**config.mk**
```make
export PLATFORM = sky130hd
export DESIGN_NAME = i2c_dac_cmd_rx
export DESIGN_NICKNAME = d
export VERILOG_FILES = /design/src/rtl/dac_i2c_pkg.sv /design/src/rtl/i2c_line_sync.sv /design/src/rtl/i2c_frame_fsm.sv /design/src/rtl/dac_reg_bank.sv /design/src/rtl/i2c_dac_cmd_rx.sv
export SDC_FILE = /design/constraint.sdc
export NUM_CORES = 1
export LEC_CHECK = 0
export ABC_AREA = 1
export BUFFER_PORTS_ARGS = -buffer_cell sky130_fd_sc_hd__buf_4
export CAP_MARGIN = 20
export CORE_ASPECT_RATIO = 0.6
export CORE_UTILIZATION = 40
export CTS_CLUSTER_DIAMETER = 150
export DETAILED_ROUTE_END_ITERATION = 7
export HOLD_SLACK_MARGIN = 0.05
export PLACE_DENSITY = 0.55
export SYNTH_ARGS = -nofsm -noshare
export SYNTH_HDL_FRONTEND = slang
export SYNTH_HIERARCHICAL = 1
export SYNTH_SLANG_ARGS = --single-unit
```
**constraint.sdc**
```tcl
create_clock -name clk -period 3.6 [get_ports clk]
set_input_delay 0.72 -clock clk [delete_from_list [all_inputs] [get_ports clk]]
set_output_delay 0.72 -clock clk [all_outputs]
set_load 0.02 [all_outputs]
```
**src/rtl/dac_i2c_pkg.sv**
```systemverilog
package dac_i2c_pkg;
   localparam int DAC_W   = 8;
   localparam int CMD_W   = 4;
   localparam int CH_N    = 2;

   localparam logic [CMD_W-1:0] CMD_LD_A    = 4'b0000;
   localparam logic [CMD_W-1:0] CMD_LD_B    = 4'b0001;
   localparam logic [CMD_W-1:0] CMD_LD_A_UP = 4'b0010;
   localparam logic [CMD_W-1:0] CMD_LD_B_UP = 4'b0011;
   localparam logic [CMD_W-1:0] CMD_UPDATE  = 4'b1000;
   localparam logic [CMD_W-1:0] CMD_ESCAPE  = 4'b1111;

   typedef enum logic [2:0] {
      ST_IDLE, ST_ADDR, ST_ADDR_ACK, ST_CMD, ST_CMD_ACK, ST_DAT, ST_DAT_ACK, ST_SKIP
   } rx_state_t;

   typedef struct packed {
      logic [CMD_W-1:0] cmd;
      logic [DAC_W-1:0] data;
   } frame_t;
endpackage

```
**src/rtl/i2c_line_sync.sv**
```systemverilog
module i2c_line_sync #(
   parameter int STAGES = 2
) (
   input  logic clk,
   input  logic rst_n,
   input  logic scl_in,
   input  logic sda_in,
   output logic scl_s,
   output logic scl_rise,
   output logic scl_fall,
   output logic sda_s,
   output logic start_det,
   output logic stop_det
);
   localparam int LINES = 2;

   logic [LINES-1:0] raw;
   logic [LINES-1:0] line_s;
   logic [LINES-1:0] line_p;

   assign raw = {scl_in, sda_in};

   for (genvar l = 0; l < LINES; l++) begin : g_line
      logic [STAGES-1:0] chain;
      always_ff @(posedge clk or negedge rst_n) begin
         if (!rst_n) chain <= '1;
         else        chain <= {chain[STAGES-2:0], raw[l]};
      end
      assign line_s[l] = chain[STAGES-1];
   end

   always_ff @(posedge clk or negedge rst_n) begin
      if (!rst_n) line_p <= '1;
      else        line_p <= line_s;
   end

   assign scl_s     = line_s[1];
   assign sda_s     = line_s[0];
   assign scl_rise  =  line_s[1] & ~line_p[1];
   assign scl_fall  = ~line_s[1] &  line_p[1];
   assign start_det =  line_s[1] & line_p[1] &  line_p[0] & ~line_s[0];
   assign stop_det  =  line_s[1] & line_p[1] & ~line_p[0] &  line_s[0];
endmodule

```
**src/rtl/i2c_frame_fsm.sv**
```systemverilog
module i2c_frame_fsm
   import dac_i2c_pkg::*;
#(
   parameter logic [5:0] ADDR_HI = 6'b011100
) (
   input  logic   clk,
   input  logic   rst_n,
   input  logic   sda_s,
   input  logic   scl_rise,
   input  logic   scl_fall,
   input  logic   start_det,
   input  logic   stop_det,
   input  logic   addr_lsb,
   output logic   sda_pull,
   output logic   commit,
   output frame_t frame
);
   localparam int BYTE_W = 8;
   localparam int BIT_W  = $clog2(BYTE_W);
   localparam logic [BIT_W-1:0] LAST_BIT = BIT_W'(BYTE_W - 1);
   localparam logic [BIT_W-1:0] TOP_ADDR = BIT_W'(BYTE_W - 2);

   rx_state_t          state_q;
   logic [BIT_W-1:0]   bit_q;
   logic [BYTE_W-1:0]  shift_q;
   logic [BYTE_W-1:0]  cmd_q;
   logic               byte_done_q;
   logic               ack_high_q;
   logic [BYTE_W-2:0]  own_addr;
   logic               rx_phase;
   logic               ack_phase;
   logic               ack_end;
   logic               addr_bad;

   assign own_addr  = {ADDR_HI, addr_lsb};
   assign rx_phase  = (state_q == ST_ADDR) || (state_q == ST_CMD) || (state_q == ST_DAT);
   assign ack_phase = (state_q == ST_ADDR_ACK) || (state_q == ST_CMD_ACK) || (state_q == ST_DAT_ACK);
   assign ack_end   = ack_phase & ack_high_q & scl_fall;
   assign addr_bad  = (state_q == ST_ADDR) && scl_rise && !byte_done_q &&
                      (bit_q != LAST_BIT) && (sda_s != own_addr[TOP_ADDR - bit_q]);

   assign commit     = ack_end && (state_q == ST_DAT_ACK) && (shift_q[3:0] == 4'b0000);
   assign frame.cmd  = cmd_q[7:4];
   assign frame.data = {cmd_q[3:0], shift_q[7:4]};

   always_ff @(posedge clk or negedge rst_n) begin
      if (!rst_n) begin
         state_q     <= ST_IDLE;
         bit_q       <= '0;
         shift_q     <= '0;
         cmd_q       <= '0;
         byte_done_q <= 1'b0;
         ack_high_q  <= 1'b0;
         sda_pull    <= 1'b0;
      end else if (start_det) begin
         state_q     <= ST_ADDR;
         bit_q       <= '0;
         byte_done_q <= 1'b0;
         ack_high_q  <= 1'b0;
         sda_pull    <= 1'b0;
      end else if (stop_det) begin
         state_q     <= ST_IDLE;
         bit_q       <= '0;
         byte_done_q <= 1'b0;
         ack_high_q  <= 1'b0;
         sda_pull    <= 1'b0;
      end else begin
         if (rx_phase && scl_rise && !byte_done_q) begin
            shift_q <= {shift_q[BYTE_W-2:0], sda_s};
            bit_q   <= bit_q + 1'b1;
            if (bit_q == LAST_BIT) byte_done_q <= 1'b1;
            if (addr_bad)          state_q     <= ST_SKIP;
         end
         if (rx_phase && scl_fall && byte_done_q) begin
            byte_done_q <= 1'b0;
            sda_pull    <= 1'b1;
            case (state_q)
               ST_ADDR: state_q <= ST_ADDR_ACK;
               ST_CMD:  state_q <= ST_CMD_ACK;
               default: state_q <= ST_DAT_ACK;
            endcase
         end
         if (ack_phase && scl_rise) ack_high_q <= 1'b1;
         if (ack_end) begin
            ack_high_q <= 1'b0;
            sda_pull   <= 1'b0;
            bit_q      <= '0;
            case (state_q)
               ST_ADDR_ACK: state_q <= shift_q[0] ? ST_SKIP : ST_CMD;
               ST_CMD_ACK: begin
                  cmd_q   <= shift_q;
                  state_q <= ST_DAT;
               end
               default:     state_q <= ST_CMD;
            endcase
         end
      end
   end
endmodule

```
**src/rtl/dac_reg_bank.sv**
```systemverilog
module dac_reg_bank
   import dac_i2c_pkg::*;
(
   input  logic                       clk,
   input  logic                       rst_n,
   input  logic                       commit,
   input  frame_t                     frame,
   output logic [CH_N-1:0][DAC_W-1:0] in_regs,
   output logic [CH_N-1:0][DAC_W-1:0] dac_regs,
   output logic                       ext_mode
);
   logic xfer;
   logic known;
   logic escape;

   assign xfer   = commit && ((frame.cmd == CMD_LD_A_UP) || (frame.cmd == CMD_LD_B_UP) ||
                              (frame.cmd == CMD_UPDATE));
   assign known  = commit && ((frame.cmd[3:2] == 2'b00) || (frame.cmd == CMD_UPDATE));
   assign escape = commit && (frame.cmd == CMD_ESCAPE) && (frame.data[7:4] == 4'b0000);

   for (genvar ch = 0; ch < CH_N; ch++) begin : g_ch
      logic             load;
      logic [DAC_W-1:0] in_r;
      logic [DAC_W-1:0] dac_r;
      logic [DAC_W-1:0] next_in;

      assign load    = commit && (frame.cmd[3:2] == 2'b00) && (frame.cmd[0] == 1'(ch));
      assign next_in = load ? frame.data : in_r;

      always_ff @(posedge clk or negedge rst_n) begin
         if (!rst_n) begin
            in_r  <= '0;
            dac_r <= '0;
         end else begin
            if (load) in_r  <= frame.data;
            if (xfer) dac_r <= next_in;
         end
      end
      assign in_regs[ch]  = in_r;
      assign dac_regs[ch] = dac_r;
   end

   always_ff @(posedge clk or negedge rst_n) begin
      if (!rst_n)      ext_mode <= 1'b0;
      else if (escape) ext_mode <= 1'b1;
      else if (known)  ext_mode <= 1'b0;
   end
endmodule

```
**src/rtl/i2c_dac_cmd_rx.sv**
```systemverilog
module i2c_dac_cmd_rx
   import dac_i2c_pkg::*;
#(
   parameter logic [5:0] ADDR_HI     = 6'b011100,
   parameter int         SYNC_STAGES = 2
) (
   input  logic             clk,
   input  logic             rst_n,
   input  logic             scl_in,
   input  logic             sda_in,
   input  logic             addr_strap,
   output logic             sda_pull,
   output logic [DAC_W-1:0] in_a,
   output logic [DAC_W-1:0] in_b,
   output logic [DAC_W-1:0] dac_a,
   output logic [DAC_W-1:0] dac_b,
   output logic             ext_mode
);
   if (SYNC_STAGES < 2) begin : g_bad_sync
      $error("SYNC_STAGES must be at least 2");
   end
   if (CH_N != 2) begin : g_bad_ch
      $error("the frame format addresses exactly two channels");
   end

   logic   scl_s, sda_s, scl_rise, scl_fall, start_det, stop_det;
   logic   commit;
   frame_t frame;
   logic [CH_N-1:0][DAC_W-1:0] in_regs, dac_regs;

   i2c_line_sync #(.STAGES(SYNC_STAGES)) u_sync (
      .clk(clk), .rst_n(rst_n), .scl_in(scl_in), .sda_in(sda_in),
      .scl_s(scl_s), .scl_rise(scl_rise), .scl_fall(scl_fall), .sda_s(sda_s),
      .start_det(start_det), .stop_det(stop_det)
   );

   i2c_frame_fsm #(.ADDR_HI(ADDR_HI)) u_fsm (
      .clk(clk), .rst_n(rst_n), .sda_s(sda_s), .scl_rise(scl_rise), .scl_fall(scl_fall),
      .start_det(start_det), .stop_det(stop_det), .addr_lsb(addr_strap),
      .sda_pull(sda_pull), .commit(commit), .frame(frame)
   );

   dac_reg_bank u_bank (
      .clk(clk), .rst_n(rst_n), .commit(commit), .frame(frame),
      .in_regs(in_regs), .dac_regs(dac_regs), .ext_mode(ext_mode)
   );

   assign in_a  = in_regs[0];
   assign in_b  = in_regs[1];
   assign dac_a = dac_regs[0];
   assign dac_b = dac_regs[1];
endmodule

```
==> flow_metrics.env <==
export IMPL_yosysWarnings=6
export IMPL_power_w=0.002181
export IMPL_synth_mux_area_share_pct=0
export IMPL_synth_largest_area_cell="dfrtp_1"
export IMPL_clockRootBuffer="clkbuf_16"
export IMPL_clock_latency_ns=0.32
export IMPL_worstSetupStartpointType="flip-flop"
export IMPL_p_int_w=0.001560
export IMPL_grt_pass1_vias=2131
export IMPL_dp_hpwl_mm=4.540
export IMPL_fin_area_mm2=0.003548
export IMPL_max_stage_delay_ns=0.53
export IMPL_synth_simple_area_share_pct=31.25
export IMPL_coreArea_mm2=0.006849
export IMPL_die_y_um=68.17
export IMPL_crit_slowest_cell="dfstp_2"
export IMPL_status="finished, violations left"
export IMPL_endpoint_kind="flip-flop"
export IMPL_ys_types=26
export IMPL_synth_top_family_by_area="simple AND/OR/NAND/NOR gates"
export IMPL_fin_nets=370
export IMPL_cts_buffer_depth=2
export IMPL_power_density_mw_per_mm2=614.7
export IMPL_synth_seq_cells=64
export IMPL_max_clock_freq_mhz=426.4
export IMPL_cpLargestDelayFamily="simple AND/OR/NAND/NOR gates"
export IMPL_hold_viol_final=0
export IMPL_antenna_found_initial=0
export IMPL_portBuffers=38
export IMPL_yosys_area_top_type_share_pct=49.72
export IMPL_drt_total_wl_mm=6.422
export IMPL_min_path_type="flip-flop to flip-flop"
export IMPL_synth_edf_count=0
export IMPL_worst_slack_ns=1.255
export IMPL_cts_made_buffers=9
export IMPL_synth_most_common_cell="nand2_1"
export IMPL_die_area_mm2=0.007654
export IMPL_die_w_um=112.3
export IMPL_synth_top_cells_by_area="dfrtp_1 (50%), nand2_1 (14%), dfstp_2 (5.4%)"
export IMPL_area_growth_pct=21.56
export IMPL_dpl_instance_area_mm2=0.003223
export IMPL_cts_tree="yes"
export IMPL_period_share_pct=65.15
export IMPL_dominantRegCellSynth="dfrtp_1"
export IMPL_wl_per_cell_um=14.11
export IMPL_crit_buf_inv=2
export IMPL_relSlewSlack_pct=46.74
export IMPL_grtUsageTotal_pct=18.97
export IMPL_syn_inst=327
export IMPL_crit_chain="inv_1 -> nor2_1 -> nand4_4 -> nor4_2 -> buf_4 -> nand3_1 -> nand2_4 -> nand2_4 -> nand2_1 -> nand2_1"
export IMPL_gp_congestion=0.7473
export IMPL_synth_adder_area_share_pct=0.8573
export IMPL_drv_cap=0
export IMPL_tightest_slew_ns=0.7989
export IMPL_initial_core_util_pct=42.62
export IMPL_synth_avg_cell_area_um2=8.927
export IMPL_cp_max_fo=21
export IMPL_cts_clk_slew_worst_paths_ns=0.05
export IMPL_clkPwrFrac_pct=43.1
export IMPL_post_cts_buffers=0
export IMPL_viasPerCell=4.857
export IMPL_fin_tns_setup_ns=0
export IMPL_holdBufCountCts=0
export IMPL_ys_async_sr_fraction_pct=100.0
export IMPL_htreeDepth=3
export IMPL_io_pins=39
export IMPL_worst_setup_path_type="flip-flop to flip-flop"
export IMPL_synth_xor_area_share_pct=0
export IMPL_placementRows=23
export IMPL_num_fill_cells=664
export IMPL_synth_compound_area_share_pct=5.358
export IMPL_violations="design-rule violations"
export IMPL_syn_cell_area_mm2=0.002919
export IMPL_layoutNonFillerInstCount=455
export IMPL_drtIter0Drc=142
export IMPL_drive_above_1_share_pct=23.91
export IMPL_peakVddDrop_mv=0.2477
export IMPL_drcViolationCount=1
export IMPL_required_ns=3.81
export IMPL_power_switching_w=0.0006206
export IMPL_cellLeakagePower_nw=1.898
export IMPL_synth_commonest_cells="nand2_1 (109), dfrtp_1 (58), nand3_1 (31)"
export IMPL_numClockSinks=64
export IMPL_comb_power_share_pct=15.6
export IMPL_grt_pass1_wl_mm=10.81
export IMPL_drtAntennaViolNets=0
export IMPL_num_antenna_cells=0
export IMPL_place_ws_ns=1.251
export IMPL_rsz0062_at_grt="false"
export IMPL_slew_violations=0
export IMPL_period_needed_ns=2.345
export IMPL_grt_max_degree=65
export IMPL_firstDrtPassIters=6
export IMPL_ys_seq_area_share_pct=55.12
export IMPL_post_place_cells=439
export IMPL_cp_data_arrival_time_ns=2.56
export IMPL_vias=2210
export IMPL_power_frac_seq_pct=41.3
export IMPL_grt_overflow_total=0
export IMPL_netSwitchingFraction_pct=28.45
export IMPL_syn_num_nets=334
export IMPL_cts_resized=0
export IMPL_skew_ns=0.004399
export IMPL_setup_violations=0
-- stage by stage --
| step | util [%] | hold WS (ns) |
|---|---|---|
| after floorplan | - | 0.3452 |
| after global placement | 47.06 | 0.3453 |
| after detailed placement | 47.06 | 0.3473 |
| after CTS | 51.81 | 0.3551 |
| after global routing | 51.81 | 0.3611 |
| final | 51.81 | 0.3536 |
-- worst paths after layout --
path	startpoint	to	slack, ns	cells after the start
worst max-delay path	u_sync/line_p[1]	u_bank/g_ch[1].dac_r[0]	1.25	10
worst min-delay path	u_sync/g_line[0].chain[0]	u_sync/g_line[0].chain[1]	0.35	0
worst max register to register	u_sync/line_p[1]	u_bank/g_ch[1].dac_r[0]	1.25	10
worst min register to register	u_sync/g_line[0].chain[0]	u_sync/g_line[0].chain[1]	0.35	0
max in group asynchronous	rst_n	u_bank/g_ch[0].dac_r[3]	2.59	1
min in group asynchronous	rst_n	u_fsm/bit_q[2]	0.48	1
-- cell type report --
class | count | area (um^2) | area share (%)
timing repair buffer | 39 | 292.8 | 8.251
tap | 87 | 108.9 | 3.068
inverter | 30 | 112.6 | 3.173
clock buffer | 13 | 260.3 | 7.334
multi-input combinational | 219 | 1100 | 30.99
sequential | 64 | 1609 | 45.35
clock inverter | 3 | 65.06 | 1.834
-- cells in the final DEF, fill, tap and decap left out, types with 2 or more instances in the layout --
cell / count
a21oi_1: 4
buf_4: 39
bufinv_16: 2
clkbuf_1: 2
clkbuf_16: 9
clkbuf_8: 2
dfrtp_1: 58
dfstp_2: 6
ha_1: 2
inv_1: 25
inv_2: 4
nand2_1: 109
nand2_2: 8
nand2_4: 3
nand3_1: 31
nand4_1: 18
nor2_1: 15
nor2_4: 5
o21ai_0: 3
o21ai_1: 6
o21ai_2: 7
o21bai_1: 2
-- routing by layer --
metal	vias up	GRT usage, %	routed length [um]
met4	0	6.500	84
met3	11	5.934	320
met5	-	0	0
li1	1134	-	-
met2	44	24.22	2340
met1	1021	29.27	3677
-- state kept, by name (all words and copies together), names as in the netlist --
name / count
u_bank/ext_mode: 1
u_bank/g_ch.dac_r: 16
u_bank/g_ch.in_r: 16
u_fsm/ack_high_q: 1
u_fsm/bit_q: 3
u_fsm/byte_done_q: 1
u_fsm/cmd_q: 8
u_fsm/sda_pull: 1
u_fsm/shift_q: 8
u_fsm/state_q: 3
u_sync/g_line.chain: 4
u_sync/line_p: 2
-- power groups by stage --
stage	Combinational [W]	Clock (W)	Sequential, W
5_1_grt	0.000398	0.000991	0.000914
2_1_floorplan	0.000292	0	0.000878
3_3_place_gp	0.000339	0	0.000910
6_report	0.000341	0.000940	0.000901
3_5_place_dp	0.000343	0	0.000910
4_1_cts	0.000344	0.000966	0.000899
-- kinds of logic (layout without fill, tap and decap cells) --
kind of cell	Yosys count	in the layout
simple gates	193	193
flops	64	64
buf+inv	44	85
compound gates	24	24
fa+ha+maj	2	2
(Power assumes the default switching activity.)
